===== src/rtl/pwm8_pkg.sv =====
package pwm8_pkg;
    localparam int CNT_W = 8;
    typedef logic [CNT_W-1:0] cnt_t;

    typedef struct packed {
        cnt_t per_buf;
        cnt_t duty_buf;
        cnt_t per_act;
        cnt_t duty_act;
    } regs_t;

    typedef struct packed {
        cnt_t cnt;
        logic down;
    } ctr_t;
endpackage


===== src/rtl/pwm8_regs.sv =====
module pwm8_regs
    import pwm8_pkg::*;
(
    input  logic clk,
    input  logic rst_n,
    input  logic en,
    input  logic per_wr,
    input  cnt_t per_wdata,
    input  logic duty_wr,
    input  cnt_t duty_wdata,
    input  logic load,
    output cnt_t per_act_q,
    output cnt_t duty_act_q,
    output cnt_t per_act_d,
    output cnt_t duty_act_d
);
    regs_t r_d, r_q;

    always_comb begin
        r_d = r_q;
        if (per_wr)  r_d.per_buf  = per_wdata;
        if (duty_wr) r_d.duty_buf = duty_wdata;
        // disabled: pass straight through; enabled: only at safe points
        if (!en || load) begin
            r_d.per_act  = r_d.per_buf;
            r_d.duty_act = r_d.duty_buf;
        end
    end

    always_ff @(posedge clk) begin
        if (!rst_n) r_q <= '0;
        else        r_q <= r_d;
    end

    assign per_act_q  = r_q.per_act;
    assign duty_act_q = r_q.duty_act;
    assign per_act_d  = r_d.per_act;
    assign duty_act_d = r_d.duty_act;
endmodule


===== src/rtl/pwm8_counter.sv =====
module pwm8_counter
    import pwm8_pkg::*;
(
    input  logic clk,
    input  logic rst_n,
    input  logic en,
    input  logic tick,
    input  logic center,
    input  logic cnt_wr,
    input  cnt_t per_act,
    output cnt_t cnt_q,
    output cnt_t cnt_d,
    output logic period_end
);
    localparam cnt_t ONE = cnt_t'(1);

    ctr_t c_d, c_q;

    always_comb begin
        c_d        = c_q;
        period_end = 1'b0;
        if (cnt_wr) begin
            c_d.cnt  = '0;
            c_d.down = 1'b0;
        end else if (tick && en) begin
            if (per_act == '0) begin
                c_d.cnt    = '0;
                c_d.down   = 1'b0;
                period_end = 1'b1;
            end else if (!center) begin
                c_d.down = 1'b0;
                if (c_q.cnt >= per_act - ONE) begin
                    c_d.cnt    = '0;
                    period_end = 1'b1;
                end else begin
                    c_d.cnt = c_q.cnt + ONE;
                end
            end else if (!c_q.down) begin
                if (c_q.cnt >= per_act) begin
                    if (c_q.cnt <= ONE) begin
                        c_d.cnt    = '0;
                        period_end = 1'b1;
                    end else begin
                        c_d.cnt  = c_q.cnt - ONE;
                        c_d.down = 1'b1;
                    end
                end else begin
                    c_d.cnt = c_q.cnt + ONE;
                end
            end else begin
                if (c_q.cnt <= ONE) begin
                    c_d.cnt    = '0;
                    c_d.down   = 1'b0;
                    period_end = 1'b1;
                end else begin
                    c_d.cnt = c_q.cnt - ONE;
                end
            end
        end else if (tick && per_act == '0) begin
            // disabled with zero period: clear on the tick
            c_d.cnt  = '0;
            c_d.down = 1'b0;
        end
    end

    always_ff @(posedge clk) begin
        if (!rst_n) c_q <= '0;
        else        c_q <= c_d;
    end

    assign cnt_q = c_q.cnt;
    assign cnt_d = c_d.cnt;
endmodule


===== src/rtl/pwm8_wave.sv =====
module pwm8_wave
    import pwm8_pkg::*;
(
    input  logic clk,
    input  logic rst_n,
    input  logic upd,
    input  logic force_start,
    input  logic pol,
    input  cnt_t cnt_nx,
    input  cnt_t per_nx,
    input  cnt_t duty_nx,
    output logic out_q
);
    logic out_d;
    logic at_start;

    always_comb begin
        at_start = (per_nx == '0) || (duty_nx >= per_nx) || (cnt_nx < duty_nx);
        out_d    = out_q;
        if (force_start)  out_d = pol;
        else if (upd)     out_d = at_start ? pol : ~pol;
    end

    always_ff @(posedge clk) begin
        if (!rst_n) out_q <= 1'b0;
        else        out_q <= out_d;
    end
endmodule


===== src/rtl/pwm8_chan.sv =====
module pwm8_chan
    import pwm8_pkg::*;
(
    input  logic       clk,
    input  logic       rst_n,
    input  logic       tick,
    input  logic       en,
    input  logic       pol,
    input  logic       center,
    input  logic       per_wr,
    input  logic [7:0] per_wdata,
    input  logic       duty_wr,
    input  logic [7:0] duty_wdata,
    input  logic       cnt_wr,
    output logic [7:0] cnt_rdata,
    output logic       pwm_out
);
    cnt_t per_act, duty_act, per_nx, duty_nx;
    cnt_t cnt_q, cnt_nx;
    logic period_end;
    logic load;

    assign load = cnt_wr | period_end;

    pwm8_regs u_regs (
        .clk        (clk),
        .rst_n      (rst_n),
        .en         (en),
        .per_wr     (per_wr),
        .per_wdata  (per_wdata),
        .duty_wr    (duty_wr),
        .duty_wdata (duty_wdata),
        .load       (load),
        .per_act_q  (per_act),
        .duty_act_q (duty_act),
        .per_act_d  (per_nx),
        .duty_act_d (duty_nx)
    );

    pwm8_counter u_ctr (
        .clk        (clk),
        .rst_n      (rst_n),
        .en         (en),
        .tick       (tick),
        .center     (center),
        .cnt_wr     (cnt_wr),
        .per_act    (per_act),
        .cnt_q      (cnt_q),
        .cnt_d      (cnt_nx),
        .period_end (period_end)
    );

    pwm8_wave u_wave (
        .clk         (clk),
        .rst_n       (rst_n),
        .upd         (en & tick),
        .force_start (cnt_wr),
        .pol         (pol),
        .cnt_nx      (cnt_nx),
        .per_nx      (per_nx),
        .duty_nx     (duty_nx),
        .out_q       (pwm_out)
    );

    assign cnt_rdata = cnt_q;

    logic unused_duty;
    assign unused_duty = ^duty_act;
endmodule


===== config.mk =====
export PLATFORM = sky130hd
export DESIGN_NAME = pwm8_chan
export DESIGN_NICKNAME = d
export VERILOG_FILES = /design/src/rtl/pwm8_pkg.sv /design/src/rtl/pwm8_regs.sv /design/src/rtl/pwm8_counter.sv /design/src/rtl/pwm8_wave.sv /design/src/rtl/pwm8_chan.sv
export SDC_FILE = /design/constraint.sdc
export NUM_CORES = 1
export LEC_CHECK = 0
export BUFFER_PORTS_ARGS = -buffer_cell sky130_fd_sc_hd__buf_2
export CORE_MARGIN = 1.5
export CORE_UTILIZATION = 55
export CTS_CLUSTER_DIAMETER = 40
export DETAILED_ROUTE_END_ITERATION = 12
export GPL_TIMING_DRIVEN = 0
export PLACE_DENSITY = 0.75
export SYNTH_ARGS = -nofsm -noshare
export SYNTH_HDL_FRONTEND = slang
export SYNTH_SLANG_ARGS = --single-unit

===== constraint.sdc =====
create_clock -name clk -period 8.7 [get_ports clk]
set_input_delay 1.305 -clock clk [delete_from_list [all_inputs] [get_ports clk]]
set_output_delay 1.305 -clock clk [all_outputs]
set_load 0.01 [all_outputs]

==> out/metrics.csv, run 1 <==
metric;value;unit
DR iter-0 viols;118;
part of the Yosys area used for sequential elements;28.84;%
wirelength, routed;6724;um
total congestion overflow;0;
crit-path cells;nor4_1 > nand2_1 > nor3_1 > xnor2_1 > ha_1 > a21oi_1 > nor2_1 > nor4b_2 > a31oi_4 > buf_2 > a21oi_1 > inv_1 > ha_1 > and4_1 > a21oi_1 > o21ai_0 > or3_1 > a211oi_2 > mux2i_1 > o211ai_1;
total track usage;25.09;%
die footprint;0.005746;sq mm
Mapped Cells;358;
post-CTS setup buffers;0;
worst min path class;flop to flop;
Die Wd;75.81;um
nature of the critical path endpoint;flop;
CP max stage delay;0.46;ns
Setup TNS Final;0;ns
LEAKAGE;0.001551;uW
Max-slew headroom;43.33;%
Port Buffers;31;
CP max-delay cell;nor4_1;
total number of vias;2627;
Synthesized Nets;419;
Synth Register Bits;42;
number of synthesized flops with an enable pin;0;
Max clock buf depth;2;
Max Cap Violations;0;
total iterations of the first detailed-routing run;4;
Hold Path Cell Cnt;2;
H-tree levels;2;
path depth of the worst reg2reg path;20;
Initial Utilization;57.08;%
gpl congestion;0.8373;
prevailing post-synth register cell;dfxtp_1;
worst path arrival time;4.85;ns
worst path bufs/invs;2;
Hold Path End;u_wave.out_q;
area grow syn2layout;11.97;%
RSZ-0062 raised after global routing;false;
fill count;496;
ranking of synthesized cells by area;dfxtp_1, ha_1, nor2_1, mux2i_1, inv_1;
synthesized cell area;0.002915;sq mm
maximum fanout along the worst path;10;
CP delay by family, top;simple AND/OR/NAND/NOR gates;
CTS Sinks;42;
via/cell ratio;5.625;
nets@finish;457;
clock root buffer master;clkbuf_8;
largest area contributor in the netlist;dfxtp_1;
Power Total;503.8;uW
Synthesis Warnings;0;
Synth top area share;28.84;%
first-pass GRT wire length;10870;um
DR DRC count;0;
share of cells above drive strength 1;14.11;%
clk_skew;0.004996;ns
initial antenna violation count;0;
status;finished, final reports clean;
Setup Crit Path Kind;flop to flop;
final period demand of the worst path;4.672;ns
clock slew at reported path FFs;0.08;ns
DR WL/cell;14.40;um
CTS tree;done;
Fmax achieved;0.2140;GHz
Final ANT Viol Nets;0;
vias in the first global route;2464;
cells resized by post-CTS repair;0;
Worst-Skew Late Latency;0.29;ns
maximum VDD drop;85.02;uV
crit path from;u_regs.per_act_q[5];
Tcrit/Tclk final;53.70;%
Async SR Flop Fraction;0;%
IO Pins;34;
final count of hold timing violations;0;
Crit path top cell by count;a21oi_1;
Worst EP required;8.88;ns
R2R setup slack;4.03;ns
Vert. Die Dim;75.81;um
core box area;0.005107;sq mm
Setup violations, final;0;
worst-margin pin slew;0.8435;ns
# diodes;0;
Reg-to-Reg End;u_wave.out_q;
Hold Buf Count CTS;0;
RR Startpoint;u_regs.per_act_q[5];
DP HPWL;5343;um
Core Rows;26;
syn_area_per_cell;8.143;sq um
Hold Startpoint;u_wave.out_q;
startpoint types;flop;
number of distinct library cells after synthesis;51;
Synth top cells by count;nor2_1, dfxtp_1, ha_1;
top-count cell post-synth;nor2_1;
PwrDens;154.3;mW/mm^2
Final Slew Violations;0;
TritonCTS buffer count;5;
largest net degree at the start of global routing;13;
==> how the worst max path moves through the flow <==
stage | endpoint | cells past startpoint
final | u_wave.out_q | 20
after global routing | u_wave.out_q | 20
after CTS | u_wave.out_q | 20
after detailed placement | u_wave.out_q | 20
after global placement | u_wave.out_q | 20
after floorplan | u_wave.out_q | 20
==> logic make-up after synthesis <==
group | count (synthesis) | synth area share (%)
fa+ha+maj | 36 | 15.45
xor+xnor | 6 | 1.803
compound gates | 73 | 17.12
mux | 21 | 7.253
buf+inv | 47 | 7.382
simple gates | 133 | 22.15
flops | 42 | 28.84
==> metrics by stage <==
step | instances | hold slack (ns) | cell area (sq um) | util (%) | worst slack [ns]
after global placement | 459 | 0.4727 | 3158 | 61.83 | 4.088
after floorplan | 358 | 0.4558 | 2915 | - | 4.563
after CTS | 467 | 0.5063 | 3264 | 63.91 | 4.045
final | 467 | 0.5002 | 3264 | 63.91 | 4.028
after detailed placement | 459 | 0.4882 | 3158 | 61.83 | 4.066
after global routing | 467 | 0.5307 | 3264 | 63.91 | 3.637
==> routing by layer <==
metal | wire length, um | track usage [%] | up-vias
li1 | - | - | 1339
met1 | 3171 | 33.20 | 1215
met2 | 3173 | 41.26 | 60
met3 | 290 | 5.423 | 13
met4 | 88 | 6.944 | 0
met5 | 0 | 0 | -
==> flip-flops by register name (all words and copies together) (netlist names) <==
name / cells
u_ctr.c_q: 1
u_ctr.cnt_q: 8
u_regs.duty_act_q: 8
u_regs.per_act_q: 8
u_regs.r_q: 16
u_wave.out_q: 1
==> report_power, final <==
part	internal (uW)	total [uW]	switching, uW
clock	85.8	148	62.4
sequential	205	214	8.24
combinational	58.6	142	83.4
total	350	504	154
==> placed cells by master (no fill, tap or decap), types with 5 or more instances in the layout <==
cell type and instances:
a21oi_1 18, and2_1 5, and3_1 5, buf_2 35, buf_4 9, clkbuf_1 8, clkbuf_8 5, dfxtp_1 42
ha_1 36, inv_1 27, mux2i_1 20, nand2_1 22, nand3_1 6, nor2_1 58, nor2b_1 6, nor3_1 12
o21ai_0 19, xnor2_1 6
==> worst register-to-register path: stages, from the launching register on <==
cell      delay [ns]
dfxtp_1         0.35
nor4_1          0.46
nand2_1         0.10
nor3_1          0.26
xnor2_1         0.17
ha_1            0.27
a21oi_1         0.15
nor2_1          0.08
nor4b_2         0.36
a31oi_4         0.17
buf_2           0.23
a21oi_1         0.20
inv_1           0.11
ha_1            0.32
and4_1          0.21
a21oi_1         0.13
o21ai_0         0.11
or3_1           0.34
a211oi_2        0.24
mux2i_1         0.21
o211ai_1        0.09
==> cell type report <==
class | count | area (sq um) | area share (%)
inverter | 27 | 101.3 | 3.105
sequential | 42 | 840.8 | 25.76
multi-input combinational | 269 | 1859 | 56.96
timing repair buffer | 31 | 155.1 | 4.753
tap | 70 | 87.58 | 2.683
buffer | 20 | 113.9 | 3.488
clock buffer | 7 | 76.32 | 2.338
clock inverter | 1 | 30.03 | 0.9199
Power figures use the tool's default switching activity.
==> run 2, diff against run 1 <==
--- a/config.mk
+++ b/config.mk
@@ -7,7 +7,7 @@
 export LEC_CHECK = 0
 export BUFFER_PORTS_ARGS = -buffer_cell sky130_fd_sc_hd__buf_2
 export CORE_MARGIN = 1.5
-export CORE_UTILIZATION = 55
+export CORE_UTILIZATION = 53
 export CTS_CLUSTER_DIAMETER = 40
 export DETAILED_ROUTE_END_ITERATION = 12
 export GPL_TIMING_DRIVEN = 0
==> constraint.sdc (replaced) <==
create_clock -name clk -period 4.2 [get_ports clk]
set_input_delay 0.63 -clock clk [delete_from_list [all_inputs] [get_ports clk]]
set_output_delay 0.63 -clock clk [all_outputs]
set_load 0.01 [all_outputs]
==> run 2 against run 1 <==
The run now ends with negative setup slack left. Clock-buffer cell count stayed put. Via count rose by 3.8%. Design area rose by 8.3%. Die area is 3.6% higher. Critical path depth unchanged. Fmax grew 9.7%. Non-clock buffer count is 12 higher. Register-to-register slack got worse by 4.1 ns. Sequential power grew 110%. Sequential share of layout area down 1.6 points. Worst setup slack worse by 4.1 ns. Total power up 110%.
==> out/metrics.csv, run 2 (synthesized netlist as in run 1, its figures left out) <==
metric;value;unit
gpl congestion;0.9129;
CP max stage delay;0.39;ns
Hold Startpoint;u_wave.out_q;
PwrDens;297.5;mW/mm^2
Hold Path Cell Cnt;2;
Port Buffers;31;
sequential share of power;42.6;%
final count of hold timing violations;0;
Sw Ratio;33.06;%
Tcrit/Tclk final;101.4;%
Die Wd;77.17;um
final period demand of the worst path;4.258;ns
nets@finish;469;
Worst-Skew Late Latency;0.29;ns
CTS Sinks;42;
Setup TNS Final;-0.05814;ns
# diodes;0;
crit-path cells;nor4_4 > nand2_1 > nor3_4 > xnor2_1 > ha_1 > a21oi_2 > nor2_1 > nor4b_2 > a31oi_4 > buf_6 > a21oi_2 > inv_2 > ha_1 > and4_4 > a21oi_2 > o21ai_2 > or3_1 > a211oi_2 > mux2i_1 > o211ai_1;
Fmax achieved;0.2348;GHz
global-route met3 utilization;3.452;%
CP max-delay cell;or3_1;
via/cell ratio;5.707;
Max clock buf depth;2;
RSZ-0062 raised after global routing;true;
Clock Power Share;22.6;%
Psw;347.7;uW
max reg flops;16;
Worst EP required;4.37;ns
Max Cap Violations;0;
Vert. Die Dim;77.17;um
wirelength, routed;7349;um
total number of vias;2728;
Post-Route Utilization;67.91;%
Final ANT Viol Nets;0;
area grow syn2layout;21.24;%
DR DRC count;0;
die footprint;0.005954;sq mm
Final Slew Violations;0;
maximum fanout along the worst path;6;
nature of the critical path endpoint;flop;
total congestion overflow;0;
path depth of the worst reg2reg path;20;
commonest non-fill, non-tap cell in the layout;nor2_1;
total track usage;24.58;%
maximum VDD drop;225.2;uV
Comb pwr share;34.8;%
clock root buffer master;clkbuf_8;
fill count;426;
largest net degree at the start of global routing;12;
RR Startpoint;u_regs.per_act_q[5];
Setup violations, final;1;
Crit path top cell by count;a21oi_2;
Final WS setup;-0.05814;ns
gr busiest metal;met2;
clock slew at reported path FFs;0.07;ns
CTS tree;done;
pre-CTS setup slack;-0.5390;ns
IO Pins;34;
core box area;0.005205;sq mm
total iterations of the first detailed-routing run;4;
met1 global-route usage;33.07;%
worst-margin pin slew;0.5886;ns
worst min path class;flop to flop;
initial antenna violation count;0;
clk_skew;0.004514;ns
Pint;703.8;uW
DR WL/cell;15.37;um
startpoint types;flop;
share of cells above drive strength 1;25.74;%
vias in the first global route;2533;
Hold Buf Count CTS;0;
first-pass GRT wire length;11730;um
TritonCTS buffer count;5;
met2 Resource Use GR;42.11;%
CP delay by family, top;simple AND/OR/NAND/NOR gates;
status;finished with violations;
Max-slew headroom;60.50;%
Reg-to-Reg End;u_wave.out_q;
worst path bufs/invs;2;
R2R setup slack;-0.06;ns
worst path arrival time;4.42;ns
Hold Path End;u_wave.out_q;
Initial Utilization;56.01;%
Setup Crit Path Kind;flop to flop;
H-tree levels;2;
DR iter-0 viols;150;
DP HPWL;5360;um
failing checks;negative setup slack;
Core Rows;26;
Largest Register;u_regs.r_q;
commonest cells after routing, fill and taps aside;nor2_1, dfxtp_1, buf_2;
LEAKAGE;0.001622;uW
==> run 2: cell types whose count changed in the layout (fill, tap and decap cells not counted), sizes merged <==
| cell | delta |
|---|---|
| buf | +12 |
| bufinv | -1 |
==> run 2: per-layer routing <==
| metal | up-vias | wire length (um) |
|---|---|---|
| met3 | 13 | 277 |
| met4 | 0 | 64 |
| met5 | - | 0 |
| met1 | 1297 | 3385 |
| li1 | 1356 | - |
| met2 | 62 | 3622 |
==> run 2: worst max path at each step <==
stage | slack (ns) | end | startpoint | cells past startpoint
after global placement | -0.40 | u_wave.out_q | u_regs.per_act_q[5] | 20
after global routing | -0.36 | u_wave.out_q | u_regs.per_act_q[5] | 22
after detailed placement | -0.54 | u_wave.out_q | u_regs.per_act_q[5] | 20
final | -0.06 | u_wave.out_q | u_regs.per_act_q[5] | 20
after floorplan | 0.06 | u_wave.out_q | u_regs.per_act_q[5] | 20
after CTS | 0.02 | u_wave.out_q | u_regs.per_act_q[3] | 20
==> run 2: what timing repair did <==
action / CTS / global route
endpoints found under the setup margin: 1 / 1
buffers inserted: 7 / 6
hold endpoints to repair: 0 / 0
gates resized for setup: 28 / 27
pin swaps: 7 / 14
==> run 2: per-stage QoR <==
stage	cell area (sq um)	total power, uW	instances	hold slack (ns)
6_report	3535	1051	478	0.5045
4_1_cts	3391	1013	472	0.5059
5_1_grt	3535	1120	478	0.5315
3_3_place_gp	3158	730.2	459	0.4721
3_5_place_dp	3158	739.9	459	0.4848
2_1_floorplan	2915	665.8	358	0.4558
==> run 2: worst register-to-register path: stages (launching register included) <==
cell,delay (ns)
dfxtp_4,0.36
nor4_4,0.29
nand2_1,0.13
nor3_4,0.15
xnor2_1,0.10
ha_1,0.32
a21oi_2,0.15
nor2_1,0.08
nor4b_2,0.37
a31oi_4,0.17
buf_6,0.18
a21oi_2,0.19
inv_2,0.06
ha_1,0.27
and4_4,0.16
a21oi_2,0.15
o21ai_2,0.08
or3_1,0.39
a211oi_2,0.23
mux2i_1,0.22
o211ai_1,0.10
==> run 2: cell type report <==
class                      count  area, sq um  share of cell area (%)
buffer                        19        120.1                   3.398
clock buffer                   7        76.32                   2.159
inverter                      27        101.3                   2.867
multi-input combinational    269         2043                   57.81
sequential                    42        853.3                   24.14
tap                           70        87.58                   2.478
timing repair buffer          44        252.7                   7.150
==> run 2: power groups by stage <==
stage / logic (uW) / clock network [uW] / registers, uW
floorplan: 219 / 0 / 447
global placement: 280 / 0 / 450
detailed placement: 288 / 0 / 452
CTS: 329 / 239 / 445
global route: 409 / 259 / 451
finish: 366 / 237 / 448
